===== config.mk =====
export PLATFORM = sky130hd
export DESIGN_NAME = cvt_dma_link
export DESIGN_NICKNAME = d
export VERILOG_FILES = /design/src/rtl/cvt_dma_pkg.sv /design/src/rtl/cvt_rst_sync.sv /design/src/rtl/cvt_dr_reg.sv /design/src/rtl/cvt_cfg_run.sv /design/src/rtl/cvt_req_ovr.sv /design/src/rtl/cvt_dma_link.sv
export SDC_FILE = /design/constraint.sdc
export NUM_CORES = 1
export LEC_CHECK = 0
export BUFFER_PORTS_ARGS = -buffer_cell sky130_fd_sc_hd__buf_2
export CAP_MARGIN = 30
export CORE_ASPECT_RATIO = 1.1
export CORE_MARGIN = 3
export CORE_UTILIZATION = 35
export CTS_BUF_LIST = sky130_fd_sc_hd__clkbuf_8 sky130_fd_sc_hd__clkbuf_16
export DETAILED_ROUTE_END_ITERATION = 16
export PLACE_DENSITY_LB_ADDON = 0.2
export SKIP_LAST_GASP = 1
export SLEW_MARGIN = 20
export SYNTH_ARGS = -nofsm -noshare
export SYNTH_HDL_FRONTEND = slang
export SYNTH_SLANG_ARGS = --single-unit

===== constraint.sdc =====
create_clock -name clk -period 0.8 [get_ports clk]
set_input_delay 0.04 -clock clk [delete_from_list [all_inputs] [get_ports clk]]
set_output_delay 0.04 -clock clk [all_outputs]
set_load 0.1 [all_outputs]

===== src/rtl/cvt_dma_pkg.sv =====
package cvt_dma_pkg;
  localparam int CTRL_W     = 3;
  localparam int CB_DMA_EN  = 0;
  localparam int CB_CONT    = 1;
  localparam int CB_START   = 2;
  localparam int SB_OVR     = 0;

  typedef struct packed {
    logic dma_en;
    logic cont;
  } cvt_cfg_t;
endpackage


===== src/rtl/cvt_rst_sync.sv =====
module cvt_rst_sync #(
  parameter int STAGES = 2
) (
  input  logic clk,
  input  logic rst_n,
  output logic rst_n_sync
);
  logic [STAGES-1:0] sync_q;
  logic [STAGES-1:0] sync_d;

  generate
    if (STAGES == 1) begin : g_one
      always_comb sync_d = 1'b1;
    end else begin : g_many
      always_comb sync_d = {sync_q[STAGES-2:0], 1'b1};
    end
  endgenerate

  always_ff @(posedge clk or negedge rst_n) begin
    if (!rst_n) sync_q <= '0;
    else        sync_q <= sync_d;
  end

  assign rst_n_sync = sync_q[STAGES-1];
endmodule


===== src/rtl/cvt_dr_reg.sv =====
module cvt_dr_reg #(
  parameter int DATA_W = 12
) (
  input  logic              clk,
  input  logic              rst_n,
  input  logic              load,
  input  logic [DATA_W-1:0] din,
  output logic [DATA_W-1:0] dout
);
  logic [DATA_W-1:0] dr_q;
  logic [DATA_W-1:0] dr_d;

  always_comb begin
    dr_d = dr_q;
    if (load) dr_d = din;
  end

  always_ff @(posedge clk or negedge rst_n) begin
    if (!rst_n) dr_q <= '0;
    else        dr_q <= dr_d;
  end

  assign dout = dr_q;
endmodule


===== src/rtl/cvt_cfg_run.sv =====
module cvt_cfg_run
  import cvt_dma_pkg::*;
(
  input  logic              clk,
  input  logic              rst_n,
  input  logic              ctrl_we,
  input  logic [CTRL_W-1:0] ctrl_wdata,
  input  logic              dma_tc,
  input  logic              blocked,
  output cvt_cfg_t          cfg,
  output logic              dis_pulse,
  output logic              conv_en
);
  cvt_cfg_t cfg_q, cfg_d;
  logic     run_q, run_d;
  logic     start_hit;
  logic     tc_stop;

  always_comb begin
    start_hit = ctrl_we && ctrl_wdata[CB_START] && !blocked;
    tc_stop   = dma_tc && !cfg_q.cont;
    dis_pulse = ctrl_we && !ctrl_wdata[CB_DMA_EN];

    cfg_d = cfg_q;
    if (ctrl_we) begin
      cfg_d.dma_en = ctrl_wdata[CB_DMA_EN];
      cfg_d.cont   = ctrl_wdata[CB_CONT];
    end

    run_d = run_q;
    if (tc_stop)        run_d = 1'b0;
    else if (start_hit) run_d = 1'b1;
  end

  always_ff @(posedge clk or negedge rst_n) begin
    if (!rst_n) begin
      cfg_q <= '0;
      run_q <= 1'b0;
    end else begin
      cfg_q <= cfg_d;
      run_q <= run_d;
    end
  end

  assign cfg     = cfg_q;
  assign conv_en = run_q;
endmodule


===== src/rtl/cvt_req_ovr.sv =====
module cvt_req_ovr (
  input  logic clk,
  input  logic rst_n,
  input  logic conv_done,
  input  logic dma_en,
  input  logic dis_pulse,
  input  logic dma_ack,
  input  logic dma_rst,
  input  logic ovr_clr,
  output logic dma_req,
  output logic ovr_flag,
  output logic blocked
);
  logic pend_q, pend_d;
  logic ovr_q, ovr_d;
  logic blk_q, blk_d;
  logic taken;
  logic overrun;
  logic accept;

  always_comb begin
    blocked = ovr_q || blk_q;
    taken   = pend_q && dma_ack;
    overrun = conv_done && pend_q && !taken;
    accept  = conv_done && dma_en && !blocked;

    ovr_d = ovr_q;
    if (overrun)      ovr_d = 1'b1;
    else if (ovr_clr) ovr_d = 1'b0;

    blk_d = blk_q;
    if (overrun)      blk_d = 1'b1;
    else if (dma_rst) blk_d = 1'b0;

    pend_d = pend_q;
    if (dis_pulse)             pend_d = 1'b0;
    else if (overrun)          pend_d = 1'b0;
    else if (accept)           pend_d = 1'b1;
    else if (taken || dma_rst) pend_d = 1'b0;
  end

  always_ff @(posedge clk or negedge rst_n) begin
    if (!rst_n) begin
      pend_q <= 1'b0;
      ovr_q  <= 1'b0;
      blk_q  <= 1'b0;
    end else begin
      pend_q <= pend_d;
      ovr_q  <= ovr_d;
      blk_q  <= blk_d;
    end
  end

  assign dma_req  = pend_q;
  assign ovr_flag = ovr_q;
endmodule


===== src/rtl/cvt_dma_link.sv =====
module cvt_dma_link
  import cvt_dma_pkg::*;
#(
  parameter int DATA_W      = 12,
  parameter int SYNC_STAGES = 2
) (
  input  logic              clk,
  input  logic              rst_n,
  input  logic              conv_done,
  input  logic [DATA_W-1:0] conv_data,
  output logic              conv_en,
  output logic              dma_req,
  input  logic              dma_ack,
  input  logic              dma_tc,
  input  logic              dma_rst,
  output logic [DATA_W-1:0] dr_data,
  input  logic              ctrl_we,
  input  logic [CTRL_W-1:0] ctrl_wdata,
  input  logic              stat_we,
  input  logic              stat_wdata,
  output logic              ovr_flag
);
  logic     rst_n_sync;
  cvt_cfg_t cfg;
  logic     dis_pulse;
  logic     blocked;
  logic     ovr_clr;

  assign ovr_clr = stat_we && stat_wdata;

  cvt_rst_sync #(.STAGES(SYNC_STAGES)) u_rst (
    .clk        (clk),
    .rst_n      (rst_n),
    .rst_n_sync (rst_n_sync)
  );

  cvt_dr_reg #(.DATA_W(DATA_W)) u_dr (
    .clk   (clk),
    .rst_n (rst_n_sync),
    .load  (conv_done),
    .din   (conv_data),
    .dout  (dr_data)
  );

  cvt_cfg_run u_cfg (
    .clk        (clk),
    .rst_n      (rst_n_sync),
    .ctrl_we    (ctrl_we),
    .ctrl_wdata (ctrl_wdata),
    .dma_tc     (dma_tc),
    .blocked    (blocked),
    .cfg        (cfg),
    .dis_pulse  (dis_pulse),
    .conv_en    (conv_en)
  );

  cvt_req_ovr u_req (
    .clk       (clk),
    .rst_n     (rst_n_sync),
    .conv_done (conv_done),
    .dma_en    (cfg.dma_en),
    .dis_pulse (dis_pulse),
    .dma_ack   (dma_ack),
    .dma_rst   (dma_rst),
    .ovr_clr   (ovr_clr),
    .dma_req   (dma_req),
    .ovr_flag  (ovr_flag),
    .blocked   (blocked)
  );
endmodule


==> metrics.yaml, run 1 <==
status: "complete, but fails checks"
violations: "setup timing"
synthCells: 53
cts_made_buffers: 3
ir_drop_v: 0.00145
critPathRequiredTime_ns: 0.76
ant_nets: 0
fp.dieH_um: 56.0
synth_xor_area_frac: 0
syn-num-nets: 77
dr.pass1.iters: 4
setup_ws_ns: -0.264
synth_ff_type: "dfrtp_1"
synth_cell_type_count: 15
gp_congestion: 0.698
hold_class: "in2reg"
synth_compound_area_frac: 0.0409
diodes: 0
clk_pin_slew_ns: 0.07
cts_buffer_depth: 2
powerDensity_mw_per_mm2: 2180
yosys_register_bits: 20
grt_busiest_layer: "met2"
synthArstFlopShare: 1.00
vias: 646
synth.area.mux_share: 0.217
drv_slew: 0
area.growth.synth_to_final_pct: 98.9
p_leak_uw: 0.000737
grt_pass1_wl_um: 3360
wire_per_inst_um: 13.0
path_class: "reg2out"
min_period_ns: 1.06
tns_ns: -4.98
grt_pass1_vias: 745
end_kind: "output pin"
use_met1: 0.175
drc_errors: 0
fin_nets: 141
dpl_cell_area_sq_mm: 0.00142
grt_start_max_net_pins: 16
finClkSkew_ns: 0.00192
avgSynthCellArea_sq_um: 15.0
die_x_um: 51.5
cts_sinks: 20
routed_wl_um: 1870
ys.warnings.count: 0
synth_area_sq_um: 796
synth-simple-area-share: 0.0597
antenna_found_initial: 0
grt_overflow: 0
drive_above_1_share: 0.793
drt_iter0_markers: 3
clkLatencyLatePin_ns: 0.26
hold_violations: 0
placement.io_buffers: 38
fp-row-count: 17
synth_edf_count: 0
grt.total_usage: 0.156
rsz0062_at_grt: "true"
h-tree-depth: 1
synthAdderAreaFrac: 0
fp.coreArea_sq_mm: 0.00208
final_cell_area_sq_mm: 0.00158
cts_tree: "done"
drv_cap: 0
io_pins: 39
cp-start-kind: "flop"
path_max_fanout: 2
clockRootBuffer: "clkbuf_8"
pre_cts_ws_ns: -0.147
synth_top_family_by_area: "multiplexers"
seq_area_frac_synth: 0.629
met3_usage: 0.0322
vias_per_cell: 4.49
period_share: 1.33
use_met2: 0.264
hpwl_um: 1360
initial_core_util: 0.382
worstPathArrival_ns: 1.02
setup-violations-final: 31
fmaxAchievable_mhz: 940
die_area_sq_mm: 0.00288
==> placed cells by master, fill, tap and decap left out, types with 2 or more instances in the layout <==
cell and n:
nand2_1 4, buf_6 15, buf_12 16, dfrtp_1 5, o21ai_1 2, mux2_4 7, mux2_2 6, buf_2 23
inv_1 3, a31oi_1 2, clkbuf_8 3, dlygate4sd3_1 4, buf_4 3, dfrtp_4 14
==> cell families (layout without fill, tap and decap cells) <==
logic type	count (synthesis)	after routing
compound gates	6	6
buf+inv	4	67
flops	20	20
mux	13	13
other cells	1	1
simple gates	9	9
==> cells in the mapped netlist, types with 2 or more instances <==
cell     number  share of area
nor2b_1       2          0.016
dfrtp_1      20           0.63
a31oi_1       2          0.016
inv_1         2         0.0094
mux2_4        7           0.13
o21ai_0       2          0.013
mux2_2        6          0.085
nand2_1       5          0.024
==> where the power goes <==
group / switching [uW] / internal, uW / total, uW
Sequential: 75.5 / 1160 / 1240
Clock: 330 / 342 / 672
Combinational: 861 / 672 / 1530
==> per-layer routing <==
| metal | wire (um) | share of wire |
|---|---|---|
| met1 | 717 | 0.38 |
| met2 | 1020 | 0.54 |
| met3 | 83 | 0.044 |
| met4 | 49 | 0.026 |
| met5 | 0 | 0 |
==> critical path: stages (launching register included) <==
cell and delay, ns:
dfrtp_4 0.48, buf_6 0.13, buf_12 0.15
==> through the flow <==
step / hold slack, ns / cells / util / power [uW]
after floorplan: -0.256 / 53 / - / 2060
after global placement: -0.173 / 134 / 0.681 / 2670
after detailed placement: -0.173 / 134 / 0.681 / 2690
after CTS: 0.00353 / 144 / 0.759 / 3480
after global routing: 0.00280 / 144 / 0.759 / 3580
final: 0.0109 / 144 / 0.759 / 3440
==> sequential cells by signal, indices dropped and copies added, names as in the netlist <==
register / cells
u_req.blk_q: 1
u_cfg.conv_en: 1
u_dr.dout: 12
u_cfg.cfg: 2
u_rst.sync_q: 2
u_req.ovr_flag: 1
u_req.dma_req: 1
==> path summary, 6_finish.rpt <==
kind,startpoint,to,slack (ns),cells past startpoint
min in group asynchronous,rst_n,u_rst.sync_q[0],0.08,2
max in group asynchronous,u_rst.sync_q[1],u_dr.dout[9],0.44,1
min,conv_data[8],u_dr.dout[8],0.01,2
min reg2reg,u_rst.sync_q[1],u_dr.dout[2],0.17,1
max,u_req.ovr_flag,ovr_flag,-0.26,2
max reg2reg,u_req.ovr_flag,u_req.dma_req,-0.24,4
==> cell type report <==
class | instances | area (sq um)
Clock buffer | 3 | 41.3
Clock inverter | 1 | 3.75
Fill cell | 144 | 502
Inverter | 2 | 7.51
Multi-Input combinational cell | 29 | 274
Sequential cell | 20 | 554
Tap cell | 28 | 35.0
Timing Repair Buffer | 61 | 667
==> what timing repair did <==
action	CTS	global route
hold buffers	4	0
resized for setup	17	0
endpoints found under the hold margin	5	0
setup buffers	2	0
pin swaps	3	1
endpoints found under the setup margin	31	31
No activity file was read; power rests on OpenSTA's default activity.
==> run 2, diff against run 1 <==
--- a/config.mk
+++ b/config.mk
@@ -5,11 +5,12 @@
 export SDC_FILE = /design/constraint.sdc
 export NUM_CORES = 1
 export LEC_CHECK = 0
+export ABC_AREA = 1
 export BUFFER_PORTS_ARGS = -buffer_cell sky130_fd_sc_hd__buf_2
-export CAP_MARGIN = 30
+export CAP_MARGIN = 5
 export CORE_ASPECT_RATIO = 1.1
 export CORE_MARGIN = 3
-export CORE_UTILIZATION = 35
+export CORE_UTILIZATION = 44
 export CTS_BUF_LIST = sky130_fd_sc_hd__clkbuf_8 sky130_fd_sc_hd__clkbuf_16
 export DETAILED_ROUTE_END_ITERATION = 16
 export PLACE_DENSITY_LB_ADDON = 0.2
==> metrics.yaml, run 2 <==
die_x_um: 47.3  # was 51.5 um
finalPower_uw: 3500  # was 3440 uW
ir_drop_v: 0.00196  # was 0.00145 V
diodes: 0  # unchanged
routed_wl_um: 3800  # was 1870 um
drv_slew: 0  # unchanged
grt_start_max_net_pins: 19  # was 16
setup_ws_ns: -0.282  # was -0.264 ns
synthTopCellsByArea: "dfrtp_1 (61%), nand2_1 (11%), inv_1 (8.6%), o21ai_2 (5.3%), buf_6 (4.1%)"  # was dfrtp_1 (63%), mux2_4 (13%), mux2_2 (8.5%), buf_12 (2.5%), nand2_1 (2.4%)
dpl_cell_area_sq_mm: 0.00133  # was 0.00142 sq mm
r2r-end: "u_cfg.conv_en"  # was u_req.dma_req
hpwl_um: 1520  # was 1360 um
fp-row-count: 15  # was 17
yosysMostFrequentCell: "nand2_1"  # was dfrtp_1
yosys_register_bits: 20  # unchanged
status: "complete, but fails checks"  # unchanged
synth_top_family_by_area: "compound AO/OA/AOI/OAI gates"  # was multiplexers
hold_violations: 0  # unchanged
fin_util: 0.974  # was 0.759
wire_per_inst_um: 22.7  # was 13.0 um
placement.io_buffers: 38  # unchanged
worstSetupStartpoint: "u_req.ovr_flag"  # unchanged
synth_compound_area_frac: 0.131  # was 0.0409
r2r_slack_ns: -0.28  # was -0.24 ns
reg2regPathDepth: 4  # unchanged
p_leak_uw: 0.000807  # was 0.000737 uW
synth_cell_type_count: 13  # was 15
fp.dieH_um: 51.4  # was 56.0 um
period_share: 1.35  # was 1.33
cp.depth: 4  # was 2
synth.area.mux_share: 0  # was 0.217
grt.total_usage: 0.225  # was 0.156
area.growth.synth_to_final_pct: 97.3  # was 98.9%
final_common_cell: "nand2_1"  # was buf_2
path_max_fanout: 2  # unchanged
io_pins: 39  # unchanged
fillCellCount: 25  # was 144
hold_class: "in2reg"  # unchanged
min_period_ns: 1.08  # was 1.06 ns
clkLatencyLatePin_ns: 0.25  # was 0.26 ns
drive_above_1_share: 0.660  # was 0.793
fin_nets: 175  # was 141
powerDensity_mw_per_mm2: 2150  # was 2180 mW/mm^2
cp_slowest_cell: "dfrtp_4"  # unchanged
pre_cts_ws_ns: -0.0456  # was -0.147 ns
grt_pass1_wl_um: 3870  # was 3360 um
timing.rr.start: "u_req.ovr_flag"  # unchanged
cts_tree: "done"  # unchanged
gp_congestion: 0.727  # was 0.698
grt_pass1_vias: 872  # was 745
syn-num-nets: 111  # was 77
final_cell_area_sq_mm: 0.00163  # was 0.00158 sq mm
synthTopCellsByCount: "nand2_1 (25), dfrtp_1 (20), inv_1 (19), o21ai_0 (5), o21ai_2 (5)"  # was dfrtp_1 (20), mux2_4 (7), mux2_2 (6), nand2_1 (5)
worstSetupEndpoint: "u_cfg.conv_en"  # was ovr_flag
vias: 919  # was 646
max_stage_delay_ns: 0.49  # was 0.48 ns
cpLargestDelayFamily: "flip-flops"  # unchanged
synthCells: 87  # was 53
violations: "setup timing"  # unchanged
synth-simple-area-share: 0.131  # was 0.0597
cp-start-kind: "flop"  # unchanged
dr.pass1.iters: 4  # unchanged
worstPathCellList: "buf_4 -> nor2_4 -> nand2_1 -> a21boi_1"  # was buf_6 -> buf_12
path_class: "reg2reg"  # was reg2out
synth_top_cell_area_share: 0.607  # was 0.629
h-tree-depth: 1  # unchanged
fp.coreArea_sq_mm: 0.00167  # was 0.00208 sq mm
drv_cap: 0  # unchanged
setup-violations-final: 31  # unchanged
ant_nets: 0  # unchanged
worstPathArrival_ns: 1.26  # was 1.02 ns
grt_overflow: 0  # unchanged
vias_per_cell: 5.50  # was 4.49
synthAdderAreaFrac: 0  # unchanged
synth_ff_type: "dfrtp_1"  # unchanged
drt_iter0_markers: 29  # was 3
die_area_sq_mm: 0.00243  # was 0.00288 sq mm
initial_core_util: 0.494  # was 0.382
rsz0062_at_grt: "true"  # unchanged
fmaxAchievable_mhz: 924  # was 940 MHz
drc_errors: 0  # unchanged
synth_xor_area_frac: 0  # unchanged
yosysTopAreaCell: "dfrtp_1"  # unchanged
seq_area_frac_synth: 0.607  # was 0.629
synth_area_sq_um: 825  # was 796 sq um
largest_reg_flops: 12  # unchanged
cts_buffer_depth: 2  # unchanged
tns_ns: -3.86  # was -4.98 ns
clk_pin_slew_ns: 0.08  # was 0.07 ns
synthArstFlopShare: 1.00  # unchanged
clockRootBuffer: "clkbuf_8"  # unchanged
end_kind: "flop"  # was output pin
layout_common_cells: "nand2_1 (24), buf_2 (23), buf_12 (16)"  # was buf_2 (23), buf_12 (16), buf_6 (15)
critPathRequiredTime_ns: 0.98  # was 0.76 ns
antenna_found_initial: 0  # unchanged
avgSynthCellArea_sq_um: 9.48  # was 15.0 sq um
synth_edf_count: 0  # unchanged
critPathBufInv: 1  # was 2
cts_made_buffers: 3  # unchanged
ys.warnings.count: 0  # unchanged
finClkSkew_ns: 0.000573  # was 0.00192 ns
cts_sinks: 20  # unchanged
run 2: report_power, final:
group | switching, uW | leakage, uW | internal, uW | total [uW]
Combinational | 888 | 0.000551 | 570 | 1460
Sequential | 118 | 0.000227 | 1150 | 1270
Clock | 338 | 0.0000288 | 438 | 775
run 2: kinds of logic (layout without fill, tap and decap cells):
logic type / Yosys count / in the layout
flops: 20 / 20
simple gates: 28 / 28
buf+inv: 22 / 85
compound gates: 16 / 16
other cells: 1 / 1
run 2: layer usage:
metal / wire length (um) / GRT usage / share of wire
met1: 1320 / 0.261 / 0.35
met2: 1920 / 0.406 / 0.51
met3: 366 / 0.0211 / 0.096
met4: 190 / 0.0783 / 0.050
met5: 0 / 0 / 0
run 2: stage by stage:
step                      cells  hold slack, ns
after floorplan              87          -0.256
after detailed placement    143          -0.166
after global routing        167          0.0197
final                       167         0.00899
after global placement      143          -0.174
after CTS                   166         0.00299
run 2: how the worst min path moves through the flow:
| stage | cells past startpoint | start | slack, ns | endpoint |
|---|---|---|---|---|
| 2_1_floorplan | 0 | rst_n | -0.26 | u_rst.sync_q[0] |
| 3_3_place_gp | 1 | rst_n | -0.17 | u_rst.sync_q[1] |
| 3_5_place_dp | 1 | rst_n | -0.17 | u_rst.sync_q[0] |
| 4_1_cts | 3 | conv_data[7] | 0.003 | u_dr.dout[7] |
| 5_1_grt | 3 | conv_data[9] | 0.02 | u_dr.dout[9] |
| 6_report | 3 | conv_data[9] | 0.009 | u_dr.dout[9] |
run 2: repair_timing:
item                       in CTS  in global routing
cloned                          0                  0
setup endpoints to repair      17                 30
hold buffers                    6                  0
buffers inserted               13                  1
hold endpoints to repair        7                  0
gates resized for setup         2                 17
run 2: final cells by class:
type	instances	area, sq um	share of cell area
Tap cell	17	21.3	0.0131
Clock buffer	4	55.1	0.0338
Inverter	19	71.3	0.0438
Timing Repair Buffer	62	672	0.413
Sequential cell	20	554	0.341
Multi-Input combinational cell	45	253	0.155
run 2: tightest hold or removal path, stage by stage:
cell,delay [ns]
buf_2,0.09
nand2_1,0.06
o21ai_2,0.05
